<file path="src/rtl/lift_pkg.sv">
package lift_pkg;

  typedef enum logic [2:0] {
    ST_IDLE      = 3'd0,
    ST_UP        = 3'd1,
    ST_DN        = 3'd2,
    ST_DOOR      = 3'd3,
    ST_FIRE_DN   = 3'd4,
    ST_FIRE_OPEN = 3'd5
  } lift_state_e;

  typedef struct packed {
    logic up;
    logic down;
    logic open;
  } lift_cmd_t;

  function automatic lift_cmd_t cmd_of(lift_state_e s);
    lift_cmd_t c;
    c = '{up: 1'b0, down: 1'b0, open: 1'b0};
    unique case (s)
      ST_UP:                 c.up   = 1'b1;
      ST_DN, ST_FIRE_DN:     c.down = 1'b1;
      ST_IDLE, ST_DOOR,
      ST_FIRE_OPEN:          c.open = 1'b1;
      default:               c.open = 1'b1;
    endcase
    return c;
  endfunction

  function automatic logic is_normal(lift_state_e s);
    return (s == ST_IDLE) || (s == ST_UP) || (s == ST_DN) || (s == ST_DOOR);
  endfunction

endpackage

</file>
<file path="src/rtl/lift_cmp.sv">
module lift_cmp #(
  parameter int FLOOR_W      = 4,
  parameter int GROUND_FLOOR = 1
) (
  input  logic [FLOOR_W-1:0] floor_i,
  input  logic [FLOOR_W-1:0] req_i,
  output logic               req_above_o,
  output logic               req_below_o,
  output logic               above_gnd_o
);
  localparam logic [FLOOR_W-1:0] GND = FLOOR_W'(GROUND_FLOOR);

  assign req_above_o = req_i > floor_i;
  assign req_below_o = req_i < floor_i;
  assign above_gnd_o = floor_i > GND;

endmodule

</file>
<file path="src/rtl/lift_dwell.sv">
module lift_dwell #(
  parameter int TICK_CYC    = 4,
  parameter int DWELL_TICKS = 10
) (
  input  logic clk_i,
  input  logic rst_ni,
  input  logic clr_i,
  input  logic run_i,
  output logic done_o
);
  localparam int CNT_W = $clog2(DWELL_TICKS + 1);
  localparam logic [CNT_W-1:0] LIMIT = CNT_W'(DWELL_TICKS);

  logic [CNT_W-1:0] ticks_q;
  logic             tick;
  logic             adv;

  assign done_o = (ticks_q == LIMIT);
  assign adv    = run_i && !done_o;

  generate
    if (TICK_CYC <= 1) begin : g_no_pre
      assign tick = adv;
    end else begin : g_pre
      localparam int CYC_W = $clog2(TICK_CYC);
      localparam logic [CYC_W-1:0] CYC_LAST = CYC_W'(TICK_CYC - 1);
      logic [CYC_W-1:0] cyc_q;

      always_ff @(posedge clk_i or negedge rst_ni) begin
        if (!rst_ni)       cyc_q <= '0;
        else if (clr_i)    cyc_q <= '0;
        else if (adv)      cyc_q <= (cyc_q == CYC_LAST) ? '0 : cyc_q + 1'b1;
      end

      assign tick = adv && (cyc_q == CYC_LAST);
    end
  endgenerate

  always_ff @(posedge clk_i or negedge rst_ni) begin
    if (!rst_ni)     ticks_q <= '0;
    else if (clr_i)  ticks_q <= '0;
    else if (tick)   ticks_q <= ticks_q + 1'b1;
  end

  a_r5_tick_bound: assert property (@(posedge clk_i) disable iff (!rst_ni)
    ticks_q <= LIMIT);

  a_r10_clear_restarts: assert property (@(posedge clk_i) disable iff (!rst_ni)
    clr_i |=> !done_o);

  a_r5_done_needs_run: assert property (@(posedge clk_i) disable iff (!rst_ni)
    $rose(done_o) |-> $past(run_i));

endmodule

</file>
<file path="src/rtl/lift_fsm.sv">
module lift_fsm
  import lift_pkg::*;
(
  input  logic        clk_i,
  input  logic        rst_ni,
  input  logic        fire_i,
  input  logic        req_above_i,
  input  logic        req_below_i,
  input  logic        above_gnd_i,
  input  logic        dwell_done_i,
  output lift_state_e state_o,
  output logic        dwell_clr_o,
  output logic        dwell_run_o
);
  lift_state_e state_q, state_d, fire_tgt;

  assign fire_tgt = above_gnd_i ? ST_FIRE_DN : ST_FIRE_OPEN;

  always_comb begin
    state_d = state_q;
    unique case (state_q)
      ST_IDLE: begin
        if (fire_i)           state_d = fire_tgt;
        else if (req_above_i) state_d = ST_UP;
        else if (req_below_i) state_d = ST_DN;
      end
      ST_UP: begin
        if (fire_i)            state_d = fire_tgt;
        else if (!req_above_i) state_d = ST_DOOR;
      end
      ST_DN: begin
        if (fire_i)            state_d = fire_tgt;
        else if (!req_below_i) state_d = ST_DOOR;
      end
      ST_DOOR: begin
        if (fire_i)            state_d = fire_tgt;
        else if (dwell_done_i) state_d = ST_IDLE;
      end
      ST_FIRE_DN: begin
        if (!fire_i)           state_d = ST_IDLE;
        else if (!above_gnd_i) state_d = ST_FIRE_OPEN;
      end
      ST_FIRE_OPEN: begin
        if (!fire_i)           state_d = ST_IDLE;
      end
      default:                 state_d = ST_IDLE;
    endcase
  end

  always_ff @(posedge clk_i or negedge rst_ni) begin
    if (!rst_ni) state_q <= ST_IDLE;
    else         state_q <= state_d;
  end

  assign state_o     = state_q;
  assign dwell_run_o = (state_q == ST_DOOR);
  assign dwell_clr_o = (state_d == ST_DOOR) && (state_q != ST_DOOR);

  a_r7_fire_entry: assert property (@(posedge clk_i) disable iff (!rst_ni)
    fire_i && is_normal(state_q) |=> (state_q == ST_FIRE_DN) || (state_q == ST_FIRE_OPEN));

  a_r9_fire_release: assert property (@(posedge clk_i) disable iff (!rst_ni)
    !fire_i && !is_normal(state_q) |=> state_q == ST_IDLE);

  a_r5_dwell_hold: assert property (@(posedge clk_i) disable iff (!rst_ni)
    (state_q == ST_DOOR) && !dwell_done_i && !fire_i |=> state_q == ST_DOOR);

  a_r8_fire_reach_gnd: assert property (@(posedge clk_i) disable iff (!rst_ni)
    (state_q == ST_FIRE_DN) && fire_i && !above_gnd_i |=> state_q == ST_FIRE_OPEN);

  a_r2_idle_start: assert property (@(posedge clk_i) disable iff (!rst_ni)
    (state_q == ST_IDLE) && !fire_i && (req_above_i || req_below_i)
      |=> (state_q == ST_UP) || (state_q == ST_DN));

endmodule

</file>
<file path="src/rtl/lift_ctrl.sv">
module lift_ctrl
  import lift_pkg::*;
#(
  parameter int FLOOR_W      = 4,
  parameter int GROUND_FLOOR = 1,
  parameter int TICK_CYC     = 4,
  parameter int DWELL_TICKS  = 10
) (
  input  logic               clk_i,
  input  logic               rst_ni,
  input  logic [FLOOR_W-1:0] floor_i,
  input  logic [FLOOR_W-1:0] req_i,
  input  logic               fire_i,
  output logic               up_o,
  output logic               down_o,
  output logic               open_o
);
  logic        req_above, req_below, above_gnd;
  logic        dwell_clr, dwell_run, dwell_done;
  lift_state_e state;
  lift_cmd_t   cmd;

  lift_cmp #(
    .FLOOR_W      (FLOOR_W),
    .GROUND_FLOOR (GROUND_FLOOR)
  ) u_cmp (
    .floor_i     (floor_i),
    .req_i       (req_i),
    .req_above_o (req_above),
    .req_below_o (req_below),
    .above_gnd_o (above_gnd)
  );

  lift_dwell #(
    .TICK_CYC    (TICK_CYC),
    .DWELL_TICKS (DWELL_TICKS)
  ) u_dwell (
    .clk_i  (clk_i),
    .rst_ni (rst_ni),
    .clr_i  (dwell_clr),
    .run_i  (dwell_run),
    .done_o (dwell_done)
  );

  lift_fsm u_fsm (
    .clk_i        (clk_i),
    .rst_ni       (rst_ni),
    .fire_i       (fire_i),
    .req_above_i  (req_above),
    .req_below_i  (req_below),
    .above_gnd_i  (above_gnd),
    .dwell_done_i (dwell_done),
    .state_o      (state),
    .dwell_clr_o  (dwell_clr),
    .dwell_run_o  (dwell_run)
  );

  assign cmd    = cmd_of(state);
  assign up_o   = cmd.up;
  assign down_o = cmd.down;
  assign open_o = cmd.open;

  a_r6_door_interlock: assert property (@(posedge clk_i) disable iff (!rst_ni)
    !(open_o && (up_o || down_o)));

  a_r6_motor_excl: assert property (@(posedge clk_i) disable iff (!rst_ni)
    !(up_o && down_o));

  a_r3_up_hold: assert property (@(posedge clk_i) disable iff (!rst_ni)
    up_o && !fire_i && (req_i > floor_i) |=> up_o);

  a_r4_down_hold: assert property (@(posedge clk_i) disable iff (!rst_ni)
    down_o && !fire_i && (req_i < floor_i) |=> down_o);

  a_r1_reset_open: assert property (@(posedge clk_i)
    !rst_ni |-> open_o && !up_o && !down_o);

endmodule

</file>
<file path="config.mk">
export PLATFORM = sky130hd
export DESIGN_NAME = lift_ctrl
export DESIGN_NICKNAME = d
export VERILOG_FILES = /design/src/rtl/lift_pkg.sv /design/src/rtl/lift_cmp.sv /design/src/rtl/lift_dwell.sv /design/src/rtl/lift_fsm.sv /design/src/rtl/lift_ctrl.sv
export SDC_FILE = /design/constraint.sdc
export NUM_CORES = 1
export LEC_CHECK = 0
export BUFFER_PORTS_ARGS = -buffer_cell sky130_fd_sc_hd__buf_2
export CAP_MARGIN = 20
export CELL_PAD_IN_SITES_DETAIL_PLACEMENT = 1
export CELL_PAD_IN_SITES_GLOBAL_PLACEMENT = 2
export CORE_AREA = 4 4 52 54
export DETAILED_ROUTE_END_ITERATION = 10
export DIE_AREA = 0 0 56 58
export PLACE_DENSITY_LB_ADDON = 0.1
export REMOVE_ABC_BUFFERS = 1
export SLEW_MARGIN = 20
export SYNTH_ARGS = -nofsm -noshare
export SYNTH_HDL_FRONTEND = slang
export SYNTH_HIERARCHICAL = 1
export SYNTH_SLANG_ARGS = --single-unit
</file>
<file path="constraint.sdc">
create_clock -name clk_i -period 1.9 [get_ports clk_i]
set_input_delay 0.095 -clock clk_i [delete_from_list [all_inputs] [get_ports clk_i]]
set_output_delay 0.095 -clock clk_i [all_outputs]
set_load 0.01 [all_outputs]
</file>
==> reports/qor.csv, run 1 <==
metric,value,unit
outcome,"finished, final reports clean",
worstPathMaxFanout,6,
cp-end-kind,register,
p_per_area,774,nW/um2
core-area,2210,um2
clock_latency,0.27,ns
cts_made_buffers,3,
hold_start,fire_i,
drive_above_1_share,0.250,
finalNetCount,115,
vias_per_cell,4.94,
wirelength,1.57,mm
p_int,421,uW
relSlewSlack,0.786,
syn2layout_area_growth,21.8,%
ys_warn_count,6,
maxCapViolCount,0,
dieWidth,56,um
grt_start_max_net_pins,11,
synth_edf_count,0,
synth_cell_types,29,
clkPwrFrac,0.241,
final_util,0.376,
cts_tree,done,
htree_levels,1,
cts_resized,0,
pwr-share-comb,0.311,
crit_buf_inv,1,
hold_violations,0,
dr_wl_met2,688,um
period_share,0.892,
crit_start,u_dwell/ticks_q[1]$_DFFE_PN0P_,
path_depth,7,
num_rows,17,
rsz0062_at_grt,false,
r2r-end,u_dwell/ticks_q[3]$_DFFE_PN0P_,
chipHeight,58,um
maxSlewViolCount,0,
cp_slowest_cell,dfrtp_1,
clock_sinks,9,
start_kind,register,
finalCriticalPeriod,1.69,ns
drt_iter0_drc,5,
reg2reg_slack,0.21,ns
worst-endpoint-required,2.05,ns
hold_path.class,in -> reg,
highest_layer,met4,
grt_pass1_wl,2.86,mm
clk_pin_slew,0.07,ns
r2r_cells,7,
crit_family,compound AO/OA/AOI/OAI gates,
antenna_found_initial,0,
grt_pass1_vias,649,
hold-worst-slack,0.115,ns
synth_area_per_cell,8.99,um2
diodes,0,
root_buffer,clkbuf_4,
setup_viol,0,
p_leak,0.421,nW
fmax,590,MHz
regToRegStartpoint,u_dwell/ticks_q[1]$_DFFE_PN0P_,
cp.arrival,1.84,ns
grt_overflow,0,
fin_setup_tns,0,ns
wl_met1,774,um
grt_usage,0.113,
initial_core_util,0.309,
worstMarginPinSlew,0.320,ns
hold_depth,2,
p_switching,223,uW
syn-cell-area,683,um2
portBuffers,13,
first_pass_iters,3,
synth_cells,76,
io_pins,14,
crit_type,reg -> reg,
vias,612,
power_frac_seq,0.447,
skew,0.0106,ns
slowest_delay,0.41,ns
ant_nets,0,
dieArea,3250,um2
gp_congestion,0.702,
drc,0,
hpwl,1.22,mm
cts_max_path_buffers,2,
yosysSeqAreaShare,0.330,
wire_per_inst,12.6,um
switching_share,0.347,
ys.flop_type,dfrtp_1,
worstHoldEndpoint,u_fsm/state_o[2]$_DFF_PN0_,
async_reset_ff_frac,1.00,
path_cells,"ha_1, and3b_1, mux2i_1, o2111ai_1, a211oi_2, buf_4, a21oi_1",
ys_ff_latch,9,
route.met3.wl,86,um
ir_drop,0.565,mV
cell usage in the layout, fill, tap and decap left out, drive strengths merged:
master	instances
buf	16
inv	9
dfrtp	9
a21oi	7
ha	7
o21ai	7
nand2	6
nand3	4
or3	4
clkbuf	3
nor2	2
and2	2
o21ba	2
nor3b	1
xor2	1
xnor2	1
clkinv	1
dlygate4sd3	1
nor2b	1
o21bai	1
a2bb2oi	1
and3b	1
or4	1
nand3b	1
and3	1
o211ai	1
a21boi	1
mux2i	1
o2111ai	1
o221ai	1
a211oi	1
sequential cells by signal (all words and copies together), names as in the netlist:
name,count
u_dwell/g_pre.cyc_q,2
u_dwell/ticks_q,4
u_fsm/state_o,3
repair_timing:
item / in CTS / in global routing
setup buffers: 0 / 0
hold buffers: 1 / 0
endpoints found under the hold margin: 9 / 0
area by class of cell:
type | count | area (um2)
Sequential cell | 9 | 225
Fill cell | 284 | 1380
Clock buffer | 3 | 22.5
Tap cell | 28 | 35.0
Timing Repair Buffer | 17 | 97.6
Inverter | 9 | 33.8
Clock inverter | 1 | 5.00
Multi-Input combinational cell | 57 | 413
Yosys cell counts (all sizes together), types with 2 or more instances:
cell	n	share of area
o21ai	7	0.051
inv	9	0.049
and2	2	0.018
or3	4	0.037
ha	7	0.13
dfrtp	9	0.33
o21ba	2	0.029
nand3	4	0.029
a21oi	7	0.051
nor2	2	0.011
nand2	6	0.033
worst register-to-register path, cell delays in order (launching register included):
cell and delay, ns:
dfrtp_1 0.41, ha_1 0.19, and3b_1 0.22, mux2i_1 0.15, o2111ai_1 0.16, a211oi_2 0.22
buf_4 0.18, a21oi_1 0.05
stage by stage:
| stage | power [mW] | instances | instance area, um2 | setup WS (ns) |
|---|---|---|---|---|
| 2_1_floorplan | 0.414 | 75 | 672 | 0.257 |
| 3_3_place_gp | 0.484 | 119 | 795 | 0.121 |
| 3_5_place_dp | 0.492 | 119 | 795 | 0.0872 |
| 4_1_cts | 0.656 | 124 | 832 | 0.193 |
| 5_1_grt | 0.715 | 124 | 832 | 0.0685 |
| 6_report | 0.644 | 124 | 832 | 0.206 |
power by group through the flow:
stage | clock network (mW) | registers [mW] | logic [mW]
final | 0.155 | 0.288 | 0.200
after floorplan | 0 | 0.281 | 0.133
after global placement | 0 | 0.290 | 0.195
after global routing | 0.178 | 0.300 | 0.238
after detailed placement | 0 | 0.292 | 0.199
after CTS | 0.162 | 0.289 | 0.205
cell families after synthesis:
logic type,count (synthesis),synth area share
adder cells (fa/ha/maj),7,0.128
buffers and inverters,10,0.0659
flip-flops,9,0.330
XOR/XNOR,2,0.0256
AO/OA/AOI/OAI,23,0.231
AND/OR/NAND/NOR,24,0.205
multiplexers,1,0.0147
routing by layer:
layer  vias to the layer above  GRT usage
li1                        312          -
met1                       284      0.142
met2                        11      0.177
met3                         5     0.0490
met4                         0     0.0305
met5                         -          0
worst max path at each step:
stage,to,slack [ns]
after CTS,u_dwell/ticks_q[3]$_DFFE_PN0P_,0.19
after detailed placement,u_dwell/g_pre.cyc_q[1]$_DFFE_PN0P_,0.09
final,u_dwell/ticks_q[3]$_DFFE_PN0P_,0.21
after global placement,u_dwell/g_pre.cyc_q[1]$_DFFE_PN0P_,0.12
after floorplan,u_dwell/g_pre.cyc_q[0]$_DFFE_PN0P_,0.26
after global routing,u_dwell/ticks_q[1]$_DFFE_PN0P_,0.07
Power figures use the tool's default switching activity.
==> run 2: changes to the inputs <==
--- a/config.mk
+++ b/config.mk
@@ -7,7 +7,7 @@
 export LEC_CHECK = 0
 export BUFFER_PORTS_ARGS = -buffer_cell sky130_fd_sc_hd__buf_2
 export CAP_MARGIN = 20
-export CELL_PAD_IN_SITES_DETAIL_PLACEMENT = 1
+export CELL_PAD_IN_SITES_DETAIL_PLACEMENT = 0
 export CELL_PAD_IN_SITES_GLOBAL_PLACEMENT = 2
 export CORE_AREA = 4 4 52 54
 export DETAILED_ROUTE_END_ITERATION = 10
==> run 2 against run 1 <==
Cell area stayed put; first-iteration DRC count is 60% lower; critical path type unchanged; largest cell class unchanged; hold slack better by 0.0067 ns; non-clock buffer count stayed put; core utilization stayed put; via count is 3.6% lower; combinational power is 3% lower.
==> reports/qor.csv, run 2 (synthesized netlist as in run 1, its figures left out) <==
metric,value,unit,change
grt_start_max_net_pins,11,,unchanged
ant_nets,0,,unchanged
htree_levels,1,,unchanged
place_area,795,um2,unchanged
clk_pin_slew,0.07,ns,about the same
hold-worst-slack,0.121,ns,+0.00666 ns
place_ws,0.126,ns,+0.0388 ns
clock_sinks,9,,unchanged
pwr-share-comb,0.308,,-0.003
wirelength,1.34,mm,-14%
vias,590,,-3.6%
hpwl,1.04,mm,-15%
cts_tree,done,,
p_int,420,uW,about the same
relSlewSlack,0.790,,+0.00337
root_buffer,clkbuf_4,,
hold_start,fire_i,,
highest_layer,met4,,
regToRegStartpoint,u_dwell/ticks_q[1]$_DFFE_PN0P_,,
switching_share,0.337,,-0.00988
ir_drop,0.516,mV,-8.6%
period_share,0.876,,-0.0156
grt_pass1_vias,533,,-18%
route.met3.wl,108,um,+26%
largest_reg_flops,4,,unchanged
nFillCells,235,,-17%
p_per_area,762,nW/um2,-1.5%
gp_congestion,0.702,,unchanged
syn2layout_area_growth,21.8,%,unchanged
grt_pass1_wl,2.27,mm,-21%
drive_above_1_share,0.250,,unchanged
dr_wl_met2,549,um,-20%
core-area,2210,um2,unchanged
antenna_found_initial,0,,unchanged
fmax,601,MHz,+1.8%
p_switching,213,uW,-4.4%
top_register,u_dwell/ticks_q,,
fin_setup_tns,0,ns,unchanged
cp.arrival,1.81,ns,-0.03 ns
cts_made_buffers,3,,unchanged
postCtsSetupBuffers,0,,unchanged
wl_met1,674,um,-13%
outcome,"finished, final reports clean",,
hold_path.class,in -> reg,,
grt_usage,0.0917,,-0.0213
start_kind,register,,
rsz0062_at_grt,false,,
wire_per_inst,10.8,um,-14%
drt_iter0_drc,2,,-3
worstMarginPinSlew,0.315,ns,-0.00506 ns
worstPathMaxFanout,6,,unchanged
diodes,0,,unchanged
finalCriticalPeriod,1.66,ns,-0.0297 ns
worst-endpoint-required,2.05,ns,about the same
maxSlewViolCount,0,,unchanged
cp_slowest_cell,dfrtp_1,,
drc,0,,unchanged
grt_overflow,0,,unchanged
final_cell_mix,"buf_2, inv_1, dfrtp_1, a21oi_1, ha_1",,
portBuffers,13,,unchanged
multiInputGateArea,413,um2,unchanged
setup_viol,0,,unchanged
initial_core_util,0.309,,unchanged
fin_area,832,um2,unchanged
num_rows,17,,unchanged
io_pins,14,,unchanged
cts_resized,0,,unchanged
cp-end-kind,register,,
p_leak,0.421,nW,unchanged
slowest_delay,0.42,ns,about the same
hold_violations,0,,unchanged
cts_max_path_buffers,2,,unchanged
crit_start,u_dwell/ticks_q[1]$_DFFE_PN0P_,,
maxCapViolCount,0,,unchanged
dieWidth,56,um,unchanged
vias_per_cell,4.76,,-3.6%
clock_latency,0.27,ns,about the same
path_cells,"ha_1, and3b_1, mux2i_1, o2111ai_1, a211oi_2, buf_4, a21oi_1",,
crit_type,reg -> reg,,
skew,0.0114,ns,+0.000776 ns
chipHeight,58,um,unchanged
dieArea,3250,um2,unchanged
layout_setup_ws,0.236,ns,+0.0297 ns
ff_latch_area,225,um2,unchanged
clkPwrFrac,0.239,,-0.002
finalNetCount,115,,unchanged
first_pass_iters,4,,+1
power,634,uW,-1.5%
power_frac_seq,0.453,,+0.006
final_common_cell,buf_2,,
==> run 2: cell counts in the layout (fill, tap and decap cells not counted) <==
Identical to the previous run, type by type.
==> run 2: layout make-up <==
cell class | instances | area share
clock buffer | 3 | 0.0271
clock inverter | 1 | 0.00602
inverter | 9 | 0.0406
multi-input combinational | 57 | 0.496
sequential | 9 | 0.271
tap | 28 | 0.0421
timing repair buffer | 17 | 0.117
==> run 2: power groups by stage <==
stage | sequential, mW | combinational [mW] | clock [mW]
5_1_grt | 0.294 | 0.232 | 0.171
2_1_floorplan | 0.281 | 0.133 | 0
3_3_place_gp | 0.290 | 0.195 | 0
3_5_place_dp | 0.291 | 0.195 | 0
4_1_cts | 0.287 | 0.200 | 0.156
6_report | 0.287 | 0.195 | 0.152
==> run 2: what timing repair did <==
item                                   4_1_cts  5_1_grt
endpoints found under the hold margin        9        0
hold buffers                                 1        0
setup endpoints to repair                    0        0
==> run 2: path summary, 6_finish.rpt <==
check,slack (ns),endpoint,depth (start not counted)
hold reg to reg,0.55,u_dwell/g_pre.cyc_q[1]$_DFFE_PN0P_,2
hold / removal,0.12,u_fsm/state_o[2]$_DFF_PN0_,2
min in group asynchronous,0.20,u_fsm/state_o[0]$_DFF_PN0_,2
setup reg to reg,0.24,u_dwell/ticks_q[1]$_DFFE_PN0P_,7
max in group asynchronous,1.52,u_dwell/ticks_q[1]$_DFFE_PN0P_,2
setup / recovery,0.24,u_dwell/ticks_q[1]$_DFFE_PN0P_,7
==> run 2: worst max-delay path, delay by kind of cell, from the launching register on <==
kind	cells	cell delay, ns
multiplexers	1	0.13
flip-flops	1	0.42
AO/OA/AOI/OAI	3	0.42
adder cells (fa/ha/maj)	1	0.19
AND/OR/NAND/NOR	1	0.21
buffers and inverters	1	0.17
==> run 2: through the flow <==
stage	std cells	util
after floorplan	75	-
after global placement	119	0.359
after detailed placement	119	0.359
after CTS	124	0.376
after global routing	124	0.376
final	124	0.376
==> run 2: metal layers <==
layer | up-vias | track usage
met5 | - | 0
met4 | 0 | 0.0305
met3 | 2 | 0.0512
met2 | 14 | 0.127
met1 | 260 | 0.120
li1 | 314 | -
==> run 3: changes to the inputs <==
--- a/config.mk
+++ b/config.mk
@@ -8,10 +8,10 @@
 export BUFFER_PORTS_ARGS = -buffer_cell sky130_fd_sc_hd__buf_2
 export CAP_MARGIN = 20
 export CELL_PAD_IN_SITES_DETAIL_PLACEMENT = 0
-export CELL_PAD_IN_SITES_GLOBAL_PLACEMENT = 2
-export CORE_AREA = 4 4 52 54
+export CELL_PAD_IN_SITES_GLOBAL_PLACEMENT = 1
+export CORE_AREA = 4 4 47 49
 export DETAILED_ROUTE_END_ITERATION = 10
-export DIE_AREA = 0 0 56 58
+export DIE_AREA = 0 0 51 53
 export PLACE_DENSITY_LB_ADDON = 0.1
 export REMOVE_ABC_BUFFERS = 1
 export SLEW_MARGIN = 20
==> run 3 against run 2 <==
Setup slack worse by 0.066 ns; power grew 0.45%; sequential share of layout area shrank 0.56 points; clock power fell by 3%; cell count is the same; largest cell class unchanged; fmax fell by 3.8%; largest power group unchanged; global-route usage increased by 3.8 points; critical path depth up 1.
==> reports/qor.csv, run 3 (synthesized netlist as in run 1, its figures left out) <==
metric,value,unit,change
cp-end-kind,register,,
fmax,578,MHz,-3.8%
reg2reg_slack,0.17,ns,-0.07 ns
chipHeight,53,um,-8.6%
switching_share,0.330,,-0.00722
cts_tree,done,,
power_frac_seq,0.446,,-0.007
worstMarginPinSlew,0.316,ns,+0.000345 ns
rsz0062_at_grt,false,,
hold_path.class,in -> reg,,
place_ws,0.138,ns,+0.0124 ns
wirelength,1.38,mm,+2.4%
start_kind,register,,
skew,0.00533,ns,-0.00608 ns
ir_drop,0.436,mV,-16%
htree_levels,1,,unchanged
root_buffer,clkbuf_4,,
final_common_cell,buf_2,,
vias_per_cell,4.83,,+1.5%
clkPwrFrac,0.232,,-0.007
worstPathMaxFanout,6,,unchanged
portBuffers,13,,unchanged
postCtsSetupBuffers,0,,unchanged
cp.arrival,1.91,ns,+0.10 ns
clock_sinks,9,,unchanged
layout_setup_ws,0.170,ns,-0.0657 ns
period_share,0.911,,+0.0346
worst-endpoint-required,2.08,ns,+0.03 ns
grt_usage,0.129,,+0.0377
final_cell_mix,"buf_2, inv_1, dfrtp_1, a21oi_1, ha_1",,
hpwl,1.06,mm,+2.2%
top_register,u_dwell/ticks_q,,
finalCriticalPeriod,1.73,ns,+0.0657 ns
outcome,"finished, final reports clean",,
drc,0,,unchanged
ant_nets,0,,unchanged
dieWidth,51,um,-8.9%
cts_max_path_buffers,2,,unchanged
cts_resized,0,,unchanged
drt_iter0_drc,12,,+10
grt_pass1_wl,2.58,mm,+14%
drive_above_1_share,0.247,,-0.00258
fin_setup_tns,0,ns,unchanged
maxCapViolCount,0,,unchanged
diodes,0,,unchanged
p_leak,0.426,nW,+1.2%
finalNetCount,116,,+0.87%
initial_core_util,0.367,,+0.0581
antenna_found_initial,0,,unchanged
largest_reg_flops,4,,unchanged
num_rows,16,,-1
grt_overflow,0,,unchanged
hold-worst-slack,0.141,ns,+0.0195 ns
wire_per_inst,11.1,um,+2.4%
pwr-share-comb,0.321,,+0.013
clock_latency,0.26,ns,about the same
grt_pass1_vias,618,,+16%
cts_made_buffers,3,,unchanged
final_util,0.456,,+0.0802
dieArea,2700,um2,-17%
p_switching,210,uW,-1.7%
gp_congestion,0.757,,+7.8%
cts_hold_buf,1,,unchanged
syn2layout_area_growth,24.4,%,
p_per_area,749,nW/um2,-1.6%
grt_start_max_net_pins,11,,unchanged
relSlewSlack,0.790,,about the same
nFillCells,192,,-18%
vias,599,,+1.5%
maxSlewViolCount,0,,unchanged
io_pins,14,,unchanged
core-area,1860,um2,-16%
p_int,427,uW,+1.5%
clk_pin_slew,0.06,ns,about the same
crit_type,reg -> reg,,
setup_viol,0,,unchanged
first_pass_iters,4,,unchanged
hold_violations,0,,unchanged
run 3: changes by cell type in the layout (fill, tap and decap cells not counted):
cell / before / now
buf_12: 0 / 1
clkbuf_1: 0 / 1
clkinv_2: 1 / 0
run 3: per-layer routing:
metal,GRT usage,vias to the layer above,wire (um)
li1,-,313,-
met1,0.158,275,631
met2,0.208,9,692
met3,0.0423,2,34
met4,0.0538,0,18
met5,0,-,0
run 3: final timing paths:
kind | cells after the start | from | endpoint
max in group asynchronous | 2 | rst_ni | u_fsm/state_o[2]$_DFF_PN0_
hold reg to reg | 2 | u_dwell/g_pre.cyc_q[1]$_DFFE_PN0P_ | u_dwell/g_pre.cyc_q[1]$_DFFE_PN0P_
setup / recovery | 8 | u_dwell/ticks_q[0]$_DFFE_PN0P_ | u_dwell/ticks_q[1]$_DFFE_PN0P_
setup reg to reg | 8 | u_dwell/ticks_q[0]$_DFFE_PN0P_ | u_dwell/ticks_q[1]$_DFFE_PN0P_
hold / removal | 2 | fire_i | u_fsm/state_o[2]$_DFF_PN0_
min in group asynchronous | 2 | rst_ni | u_dwell/ticks_q[3]$_DFFE_PN0P_
run 3: cell type report:
type | count | area [um2] | area share
Multi-Input combinational cell | 57 | 413 | 0.486
Sequential cell | 9 | 225 | 0.265
Timing Repair Buffer | 18 | 118 | 0.138
Inverter | 9 | 33.8 | 0.0398
Tap cell | 27 | 33.8 | 0.0398
Clock buffer | 4 | 26.3 | 0.0309
run 3: critical path: stages, from the launching register on:
cell and delay [ns]:
dfrtp_1 0.39, inv_1 0.06, ha_1 0.12, and3b_1 0.28
mux2i_1 0.11, o2111ai_1 0.28, a211oi_2 0.11, buf_4 0.17
a21oi_1 0.12
run 3: through the flow:
stage	power, mW	std cells	cell area [um2]
after floorplan	0.414	75	672
after global placement	0.488	119	813
after detailed placement	0.496	119	813
after CTS	0.652	124	850
after global routing	0.700	124	850
final	0.637	124	850
run 3: power groups by stage:
| stage | sequential (mW) | combinational, mW | clock (mW) |
|---|---|---|---|
| after floorplan | 0.281 | 0.133 | 0 |
| after global routing | 0.292 | 0.241 | 0.168 |
| final | 0.284 | 0.205 | 0.148 |
| after CTS | 0.285 | 0.209 | 0.157 |
| after detailed placement | 0.290 | 0.206 | 0 |
| after global placement | 0.287 | 0.201 | 0 |
